==> src/rtl/spi_eng_pkg.sv <==
package spi_eng_pkg;
  localparam int unsigned BUS_W  = 32;
  localparam int unsigned ADDR_W = 5;
  localparam int unsigned NUM_CS = 3;
  localparam int unsigned DIV_W  = 6;
  localparam int unsigned CNT_W  = 6;

  localparam logic [ADDR_W-1:0] ADR_FSEL  = 5'h00;
  localparam logic [ADDR_W-1:0] ADR_CTRL  = 5'h04;
  localparam logic [ADDR_W-1:0] ADR_PIN   = 5'h08;
  localparam logic [ADDR_W-1:0] ADR_DOUT  = 5'h10;
  localparam logic [ADDR_W-1:0] ADR_SHIFT = 5'h14;
  localparam logic [ADDR_W-1:0] ADR_DIN   = 5'h18;

  localparam int unsigned SH_GO_BIT   = 31;
  localparam int unsigned SH_SEL_LSB  = 28;
  localparam int unsigned SH_TERM_BIT = 26;
  localparam int unsigned PIN_CS_LSB  = 16;
  localparam int unsigned PIN_SCLK    = 8;
  localparam int unsigned PIN_MOSI    = 0;
  localparam logic [BUS_W-1:0] PIN_RST = 32'h0007_0000;

  typedef enum logic [1:0] {ST_IDLE, ST_LOW, ST_HIGH, ST_TAIL} eng_state_t;
endpackage

==> src/rtl/spi_half_tick.sv <==
module spi_half_tick #(
  parameter int unsigned DIV_W = 6
) (
  input  logic             clk,
  input  logic             rst_n,
  input  logic             run,
  input  logic [DIV_W-1:0] limit,
  output logic             tick
);
  logic [DIV_W-1:0] cnt_q;

  assign tick = run && (cnt_q == limit);

  always_ff @(posedge clk or negedge rst_n) begin
    if (!rst_n)            cnt_q <= '0;
    else if (!run || tick) cnt_q <= '0;
    else                   cnt_q <= cnt_q + 1'b1;
  end
endmodule

==> src/rtl/spi_shift_core.sv <==
module spi_shift_core
  import spi_eng_pkg::*;
#(
  parameter int unsigned DATA_W = 32,
  parameter int unsigned NCS    = 3,
  parameter int unsigned CNT_W  = 6,
  parameter int unsigned DIV_W  = 6
) (
  input  logic              clk,
  input  logic              rst_n,
  input  logic              start,
  input  logic [NCS-1:0]    start_sel,
  input  logic              start_term,
  input  logic [CNT_W-1:0]  start_cnt,
  input  logic [DATA_W-1:0] start_data,
  input  logic [DIV_W-1:0]  start_div,
  input  logic              miso,
  output logic              busy,
  output logic              sclk,
  output logic              mosi,
  output logic [NCS-1:0]    cs_act,
  output logic [DATA_W-1:0] rx_data
);
  localparam int unsigned SH_W = CNT_W + 1;

  eng_state_t        st_q;
  logic [DIV_W-1:0]  div_q;
  logic              term_q;
  logic [CNT_W-1:0]  left_q;
  logic [DATA_W-1:0] tx_q;
  logic [DATA_W-1:0] rx_q;
  logic              sclk_q;
  logic [NCS-1:0]    cs_q;
  logic              tick;
  logic              run;
  logic [SH_W-1:0]   align;

  assign run   = (st_q != ST_IDLE);
  assign align = SH_W'(DATA_W) - {1'b0, start_cnt};

  spi_half_tick #(.DIV_W(DIV_W)) u_tick (
    .clk   (clk),
    .rst_n (rst_n),
    .run   (run),
    .limit (div_q),
    .tick  (tick)
  );

  always_ff @(posedge clk or negedge rst_n) begin
    if (!rst_n) begin
      st_q   <= ST_IDLE;
      div_q  <= '0;
      term_q <= 1'b0;
      left_q <= '0;
      tx_q   <= '0;
      rx_q   <= '0;
      sclk_q <= 1'b0;
      cs_q   <= '0;
    end else begin
      case (st_q)
        ST_IDLE: if (start) begin
          st_q   <= ST_LOW;
          div_q  <= start_div;
          term_q <= start_term;
          cs_q   <= start_sel;
          left_q <= start_cnt;
          tx_q   <= start_data << align;
          rx_q   <= '0;
          sclk_q <= 1'b0;
        end
        ST_LOW: if (tick) begin
          sclk_q <= 1'b1;
          rx_q   <= {rx_q[DATA_W-2:0], miso};
          st_q   <= ST_HIGH;
        end
        ST_HIGH: if (tick) begin
          sclk_q <= 1'b0;
          if (left_q == CNT_W'(1)) begin
            st_q <= ST_TAIL;
          end else begin
            left_q <= left_q - 1'b1;
            tx_q   <= tx_q << 1;
            st_q   <= ST_LOW;
          end
        end
        ST_TAIL: if (tick) begin
          if (term_q) cs_q <= '0;
          st_q <= ST_IDLE;
        end
        default: st_q <= ST_IDLE;
      endcase
    end
  end

  assign busy    = run;
  assign sclk    = sclk_q;
  assign mosi    = tx_q[DATA_W-1];
  assign cs_act  = cs_q;
  assign rx_data = rx_q;
endmodule

==> src/rtl/spi_shift_engine.sv <==
module spi_shift_engine
  import spi_eng_pkg::*;
(
  input  logic              clk,
  input  logic              rst_n,
  input  logic              bus_wr,
  input  logic [ADDR_W-1:0] bus_addr,
  input  logic [BUS_W-1:0]  bus_wdata,
  output logic [BUS_W-1:0]  bus_rdata,
  output logic              sclk,
  output logic              mosi,
  input  logic              miso,
  output logic [NUM_CS-1:0] cs_n
);
  localparam logic [CNT_W-1:0] MAX_CNT = CNT_W'(BUS_W);

  logic              fsel_q;
  logic [DIV_W-1:0]  div_q;
  logic [BUS_W-1:0]  pin_q;
  logic [BUS_W-1:0]  dout_q;
  logic [NUM_CS-1:0] sel_q;
  logic              term_q;
  logic [CNT_W-1:0]  cnt_q;

  logic              sh_wr, sh_take, start;
  logic [CNT_W-1:0]  cnt_raw, cnt_eff;
  logic              core_busy, core_sclk, core_mosi;
  logic [NUM_CS-1:0] core_cs;
  logic [BUS_W-1:0]  core_rx;

  assign cnt_raw = bus_wdata[CNT_W-1:0];
  assign cnt_eff = (cnt_raw > MAX_CNT) ? MAX_CNT : cnt_raw;
  assign sh_wr   = bus_wr && (bus_addr == ADR_SHIFT);
  assign sh_take = sh_wr && fsel_q && !core_busy;
  assign start   = sh_take && bus_wdata[SH_GO_BIT] && (cnt_eff != '0);

  always_ff @(posedge clk or negedge rst_n) begin
    if (!rst_n) begin
      fsel_q <= 1'b0;
      div_q  <= '0;
      pin_q  <= PIN_RST;
      dout_q <= '0;
      sel_q  <= '0;
      term_q <= 1'b0;
      cnt_q  <= '0;
    end else begin
      if (bus_wr && bus_addr == ADR_FSEL) fsel_q <= bus_wdata[0];
      if (bus_wr && bus_addr == ADR_CTRL) div_q  <= bus_wdata[DIV_W-1:0];
      if (bus_wr && bus_addr == ADR_PIN)  pin_q  <= bus_wdata;
      if (bus_wr && bus_addr == ADR_DOUT) dout_q <= bus_wdata;
      if (sh_take) begin
        sel_q  <= bus_wdata[SH_SEL_LSB +: NUM_CS];
        term_q <= bus_wdata[SH_TERM_BIT];
        cnt_q  <= cnt_raw;
      end
    end
  end

  spi_shift_core #(
    .DATA_W (BUS_W),
    .NCS    (NUM_CS),
    .CNT_W  (CNT_W),
    .DIV_W  (DIV_W)
  ) u_core (
    .clk        (clk),
    .rst_n      (rst_n),
    .start      (start),
    .start_sel  (bus_wdata[SH_SEL_LSB +: NUM_CS]),
    .start_term (bus_wdata[SH_TERM_BIT]),
    .start_cnt  (cnt_eff),
    .start_data (dout_q),
    .start_div  (div_q),
    .miso       (miso),
    .busy       (core_busy),
    .sclk       (core_sclk),
    .mosi       (core_mosi),
    .cs_act     (core_cs),
    .rx_data    (core_rx)
  );

  for (genvar i = 0; i < NUM_CS; i++) begin : g_cs
    assign cs_n[i] = fsel_q ? ~core_cs[i] : pin_q[PIN_CS_LSB + i];
  end
  assign sclk = fsel_q ? core_sclk : pin_q[PIN_SCLK];
  assign mosi = fsel_q ? core_mosi : pin_q[PIN_MOSI];

  always_comb begin
    bus_rdata = '0;
    case (bus_addr)
      ADR_FSEL:  bus_rdata[0] = fsel_q;
      ADR_CTRL:  bus_rdata[DIV_W-1:0] = div_q;
      ADR_PIN:   bus_rdata = pin_q;
      ADR_DOUT:  bus_rdata = dout_q;
      ADR_SHIFT: begin
        bus_rdata[SH_GO_BIT]              = core_busy;
        bus_rdata[SH_SEL_LSB +: NUM_CS]   = sel_q;
        bus_rdata[SH_TERM_BIT]            = term_q;
        bus_rdata[CNT_W-1:0]              = cnt_q;
      end
      ADR_DIN:   bus_rdata = core_rx;
      default:   bus_rdata = '0;
    endcase
  end
endmodule

==> config.mk <==
export PLATFORM = sky130hd
export DESIGN_NAME = spi_shift_engine
export DESIGN_NICKNAME = d
export VERILOG_FILES = /design/src/rtl/spi_eng_pkg.sv /design/src/rtl/spi_half_tick.sv /design/src/rtl/spi_shift_core.sv /design/src/rtl/spi_shift_engine.sv
export SDC_FILE = /design/constraint.sdc
export NUM_CORES = 1
export LEC_CHECK = 0
export BUFFER_PORTS_ARGS = -buffer_cell sky130_fd_sc_hd__buf_2
export CELL_PAD_IN_SITES_DETAIL_PLACEMENT = 1
export CELL_PAD_IN_SITES_GLOBAL_PLACEMENT = 1
export CORE_MARGIN = 1.5
export CORE_UTILIZATION = 47
export DETAILED_ROUTE_END_ITERATION = 6
export GPL_ROUTABILITY_DRIVEN = 0
export GPL_TIMING_DRIVEN = 0
export PLACE_DENSITY_LB_ADDON = 0.12
export REMOVE_ABC_BUFFERS = 1
export SKIP_LAST_GASP = 1
export SLEW_MARGIN = 20
export SYNTH_ARGS = -nofsm -noshare
export SYNTH_HDL_FRONTEND = slang
export SYNTH_SLANG_ARGS = --single-unit
export TNS_END_PERCENT = 100
==> constraint.sdc <==
create_clock -name clk -period 2.3 [get_ports clk]
set_clock_uncertainty 0.05 [all_clocks]
set_input_delay 0.115 -clock clk [delete_from_list [all_inputs] [get_ports clk]]
set_output_delay 0.115 -clock clk [all_outputs]
set_load 0.02 [all_outputs]
Yosys cells after proc, flatten, opt, wreduce, memory -nomap -nowiden
Index checks and enable logic that the tools add are counted.

storage, ports and cells
  register bits = 170
  input port bits = 41
  output and inout bits = 37
  logic and storage cells = 104

cells by class
  add/sub/neg operators = 3
  $lt $le $gt $ge = 1
  equality and inequality tests = 16
  shift operators = 1
  muxes and demuxes = 38
  bitwise gates (word level) = 3
  reduce and logical (&&, ||, !) cells = 26

operators by type and width
  operator                                                                number
  32-bit two-way mux                                                      5
  32-bit one-hot mux with 2 select lines                                  2
  20-bit one-hot mux with 3 select lines                                  1
  32-bit by 7-bit left shift with 32-bit output                           1
  6-bit two-way mux                                                       5
  5-bit one-hot mux with 5 select lines                                   1
  4-bit one-hot mux with 4 select lines                                   1
  4-bit AND reduction                                                     4
  5-bit equality test (second input constant)                             3
  6-bit one-hot mux with 2 select lines                                   1
  1-bit logical AND                                                       10
  2-bit two-way mux                                                       5
  2-bit inequality test (second input constant)                           5
  3-bit two-way mux                                                       3
  1-bit two-way mux                                                       8
  2-bit one-hot mux with 4 select lines                                   1
  2-bit nonzero test                                                      4
  6-bit by 6-bit subtractor with 7-bit output (first input constant)      1
  6-bit by 1-bit adder with 6-bit output (second input constant)          1
  6-bit by 1-bit equality test with 1-bit output (second input constant)  1
  6-bit equality test                                                     1
  6-bit > comparator (second input constant)                              1
  1-bit one-hot mux with 3 select lines                                   2
  1-bit one-hot mux with 6 select lines                                   1
  17 further kinds                                                        20

Depth between registers and ports, before layout
  depth after elaboration = 8
  depth in mapped cells = 15
  depth with buffers taken out = 10

Cells and area by module
Synthesis repeated with hierarchy kept, for this count alone.

unflattened totals
  cells, all modules = 926
  area total of the unflattened synthesis = 10023.4 sq um

by module, submodules not included
  module            times used  cells each  area each (sq um)  sequential area each (sq um)
  spi_shift_core    1           578         5500.3             2077.0
  spi_shift_engine  1           315         4161.5             2030.7
  spi_half_tick     1           33          361.6              150.1

Worst setup path before layout
No wires, ideal clock.

  kind = input port to flip-flop
  start point = input port bus_wdata[5]
  end point = register u_core.tx_q[31]
  library setup time = 0.138 ns
  arrival = 2.548 ns
  setup slack = -0.436 ns
  cell stages on the path = 14
  cell sequence = buf_2 inv_1 clkbuf_1 nand2_1 ha_1 and2_1 buf_2 a2111o_1 and2_1 buf_2 nand2_4 nor3_1 a2111oi_2 a31oi_1

between the ends
  cells in the longest elaborated chain, start to end = 6

ends and longest elaborated chain
  element                                                                             RTL line                                      source
  start, declared                                                                     spi_shift_engine.sv:8                         input logic [BUS_W-1:0] bus_wdata,
  6-bit > comparator                                                                  spi_shift_engine.sv:32                        assign cnt_eff = (cnt_raw > MAX_CNT) ? MAX_CNT : cnt_raw;
  6-bit two-way mux (*)                                                               spi_shift_engine.sv:32
  6-bit by 6-bit subtractor with 7-bit output or 6-bit nonzero test (tied branches)   spi_shift_core.sv:39, spi_shift_engine.sv:35
  32-bit by 7-bit left shift with 32-bit output or 1-bit logical AND (tied branches)  spi_shift_core.sv:67, spi_shift_engine.sv:35
  32-bit two-way mux or 2-bit inequality test (tied branches)                         n/a
  32-bit one-hot mux with 2 select lines or 4-bit AND reduction (tied branches)       n/a
  end signal, assigned                                                                spi_shift_core.sv:67                          tx_q <= start_data << align;
  end signal, assigned                                                                spi_shift_core.sv:82                          tx_q <= tx_q << 1;
  end, declared                                                                       spi_shift_core.sv:30                          logic [DATA_W-1:0] tx_q;

Every way passes the cells marked *; elsewhere a longest branch is shown, timed or not. The select of a mux whose other input is x is not followed.
A chain may end at the register's enable or synchronous reset.

Worst setup path after layout
Same ends and word-level chain as after synthesis.

==> results.yml <==
logic_synthesis:
  ys.warnings.count: 0
  syn_area_per_cell_sq_um: 9.44
  synth-main-ff-cell: "dfrtp_1"
  netlist_instances: 1063
  synth_cell_types: 87
  async_reset_ff_share_pct: 100
  synth_edf_count: 0
  ys_ff_latch: 170
  syn_area_sq_um: 10000
  ys_seq_area_share_pct: 42.4
drt:
  topRoutingLayerUsed: "met4"
  ant_nets: 0
  route.met3.wl_microns: 2400
  wl_met1_microns: 16000
  first_iter_violations: 772
  routed-via-count: 9706
  drt_pass1_iterations: 6
  post_drt_wl_per_cell_microns: 26.0
  wl_met2_microns: 19000
  drc_errors: 0
  wirelength_microns: 38800
  vias_per_cell: 6.50
clock_tree:
  clockBufferDepth: 2
  cts-root-buf: "clkbuf_16"
  clkSinkCount: 170
  clk_latency_ns: 0.46
  cts_tree: "yes"
  htree_levels: 4
  cts_inserted_buffers: 17
  cts.clk_slew.worst_paths_ns: 0.07
place:
  io_buffers: 77
  pre_cts_ws_ns: -2.75
  dp_cells: 1343
  place_hpwl_microns: 20800
  post_dp_cell_area_sq_um: 10700
finish:
  area_growth_pct: 32.5
  fin_nets: 1250
  fillCellCount: 2284
  drive_gt1_share_pct: 36.0
  design_area_sq_um: 13300
  fin_cells: 1493
  antennaDiodeCount: 0
timing:
  tightest_slew_ns: 1.10
  rsz0062_at_grt: "true"
  timing.final.max_slew_violations: 0
  hold_viol_final: 0
  finalWorstSetupSlack_ns: -0.122
  layout_min_cycle_time_ns: 2.42
  fin_crit_sh_pct: 105
  max_freq_ghz: 0.413
  setup-violations-final: 30
  slew_headroom_pct: 26.4
floorplanning:
  coreArea_sq_um: 21000
  pin_count: 78
  die-height_microns: 149
  fp.dieArea_sq_um: 22200
  start_util_pct: 47.9
  die-width_microns: 149
  num_rows: 53
worst_hold_path:
  hold-path-cell-count: 3
  worstHoldStart: "bus_wdata[5]"
  hold_class: "in -> reg"
  hold_end: "u_core.left_q[5]"
power:
  p_comb_share_pct: 42.0
  p_switching_mw: 5.05
  switching_share_pct: 40.4
  cellPowerDensity_nw_per_um2: 940
  p_int_mw: 7.44
  finalPower_mw: 12.5
  p_clk_share_pct: 23.9
  seqPwrFrac_pct: 34.1
  p_leak_nw: 5.94
  ir_worst_vdd_uv: 501
critical_path:
  reg2reg_slack_ns: -0.11
  path_max_fanout: 35
  reg2reg_to: "u_core.tx_q[16]"
  critPathArrivalTime_ns: 2.74
  endpoint_kind: "register"
  cp.required_ns: 2.62
  worstSetupStartpointType: "input pin"
  critical_path.reg2reg.startpoint: "u_core.st_q[1]"
  r2r_cells: 10
  crit_type: "in -> reg"
global_routing:
  grt_pass1_vias: 9604
  grtUsageTotal_pct: 33.4
  overflow: 0
  grt_max_degree: 96
  grt_pass1_wl_microns: 56500
  antenna_found_initial: 1
run_status:
  outcome: "complete, but fails checks"
  violations: "negative setup slack"
flow_run:
  cap_violations: 0
## worst max-delay path by stage
| stage | cells past startpoint | end | slack, ns | from |
|---|---|---|---|---|
| after floorplan | 5 | u_core.tx_q[20] | -1.99 | u_core.st_q[1] |
| after global placement | 5 | dout_q[13] | -5.43 | bus_addr[4] |
| after detailed placement | 11 | u_core.tx_q[31] | -2.75 | bus_wdata[0] |
| after CTS | 10 | u_core.tx_q[16] | -0.14 | u_core.st_q[0] |
| after global routing | 10 | u_core.tx_q[16] | -0.25 | u_core.st_q[1] |
| final | 13 | u_core.tx_q[31] | -0.12 | bus_wdata[5] |
## Yosys cell counts, types with 4 or more instances
| cell type | number | area share [%] |
|---|---|---|
| xnor2_1 | 5 | 0.44 |
| clkbuf_1 | 46 | 1.7 |
| and3_1 | 12 | 0.75 |
| a221oi_1 | 11 | 0.96 |
| buf_2 | 25 | 1.2 |
| mux2i_1 | 66 | 6.6 |
| o211ai_1 | 5 | 0.37 |
| a22oi_1 | 9 | 0.67 |
| o22ai_1 | 4 | 0.25 |
| o21ai_1 | 12 | 0.60 |
| nand2_1 | 123 | 4.6 |
| ha_1 | 4 | 0.50 |
| and3b_1 | 13 | 1.1 |
| a22o_1 | 5 | 0.44 |
| a211oi_1 | 5 | 0.37 |
| o21ai_0 | 105 | 5.2 |
| a31oi_1 | 20 | 1.2 |
| nor2_1 | 76 | 2.8 |
| inv_1 | 39 | 1.5 |
| nor2b_1 | 7 | 0.44 |
| buf_4 | 7 | 0.52 |
| a211o_1 | 4 | 0.35 |
| nand2b_1 | 6 | 0.37 |
| nand3b_1 | 4 | 0.30 |
| and2_1 | 6 | 0.37 |
| nor3_1 | 10 | 0.50 |
| nand4_1 | 5 | 0.31 |
| mux2_2 | 84 | 9.4 |
| a21oi_1 | 31 | 1.5 |
| dfrtp_1 | 167 | 42 |
| nand3_1 | 48 | 2.4 |
| xor2_1 | 6 | 0.52 |
| a221o_1 | 9 | 0.90 |
## state kept, by name, indices dropped and copies added (netlist names), 6 cells and up
name / flops
u_core.div_q: 6
cnt_q: 6
u_core.rx_data: 32
dout_q: 32
pin_q: 32
u_core.tx_q: 32
u_core.u_tick.cnt_q: 6
u_core.left_q: 6
div_q: 6
## area by class of cell
cell class | instances | area, sq um | share of cell area [%]
repair buffers | 202 | 1940 | 14.6
inverters | 42 | 169 | 1.27
flip-flops and latches | 170 | 4260 | 32.1
clock inverters | 15 | 183 | 1.37
multi-input cells | 771 | 5970 | 44.9
clock buffers | 17 | 425 | 3.20
well taps | 275 | 344 | 2.59
repair inverters | 1 | 6.26 | 0.0471
## power by group through the flow
stage | Clock (mW) | Combinational (mW) | Sequential [mW]
2_1_floorplan | 0 | 2.11 | 4.00
3_3_place_gp | 0 | 2.94 | 4.20
3_5_place_dp | 0 | 3.29 | 4.24
4_1_cts | 2.98 | 4.48 | 4.16
5_1_grt | 3.12 | 5.51 | 4.31
6_report | 2.99 | 5.25 | 4.25
## critical path, stage by stage
cell	delay, ns
buf_16	0.17
clkinvlp_4	0.16
nand2_2	0.15
ha_4	0.20
buf_4	0.13
buf_12	0.10
xor2_4	0.25
buf_4	0.19
mux2_4	0.31
o22ai_2	0.31
a221o_1	0.33
nand2_1	0.11
a31oi_1	0.19
## cells by family (layout without fill, tap and decap cells)
logic type	Yosys count	in the layout	synth area share (%)
simple gates	324	324	15.2
compound gates	270	273	17.9
flops	170	170	42.4
mux	155	155	17.0
buf+inv	126	277	5.51
xor+xnor	14	15	1.56
fa+ha+maj	4	4	0.499
## per-layer routing
metal / up-vias / track usage [%]
li1: 4134 / -
met1: 5007 / 43.1
met2: 425 / 55.4
met3: 140 / 6.88
met4: 0 / 12.4
met5: - / 0
## metrics by stage
stage               TNS (ns)  utilization, %  hold WS [ns]
global route           -6.85            63.4        0.0366
detailed placement   -201.32            51.1        0.0929
global placement     -887.70            49.5         0.289
floorplan            -167.38               -        -0.231
CTS                    -2.12            60.1        0.0142
finish                 -1.08            63.4        0.0205
## what timing repair did
item / in CTS / in global routing
gates resized for setup: 87 / 139
buffers inserted: 47 / 32
endpoints found under the setup margin: 123 / 75
gates cloned: 10 / 5
hold endpoints to repair: 136 / 0
hold buffers: 29 / 0
pin swaps: 20 / 31
## placed cells by master (no fill, tap or decap), types with 10 or more instances in the layout
master           n
o21ai_0         65
dlygate4sd3_1   29
buf_2           73
clkbuf_16       22
o21ai_2         27
mux2_2          84
a31oi_1         16
nor2_1          72
a21oi_1         23
buf_6           13
and3_1          10
inv_1           38
a221oi_2        11
o21ai_1         23
and3b_1         13
mux2i_1         60
nand2_1        115
buf_8           10
buf_4           53
nand3_1         31
nand3_2         15
dfrtp_1        164
Note: power is estimated with default switching activity, not from simulation.
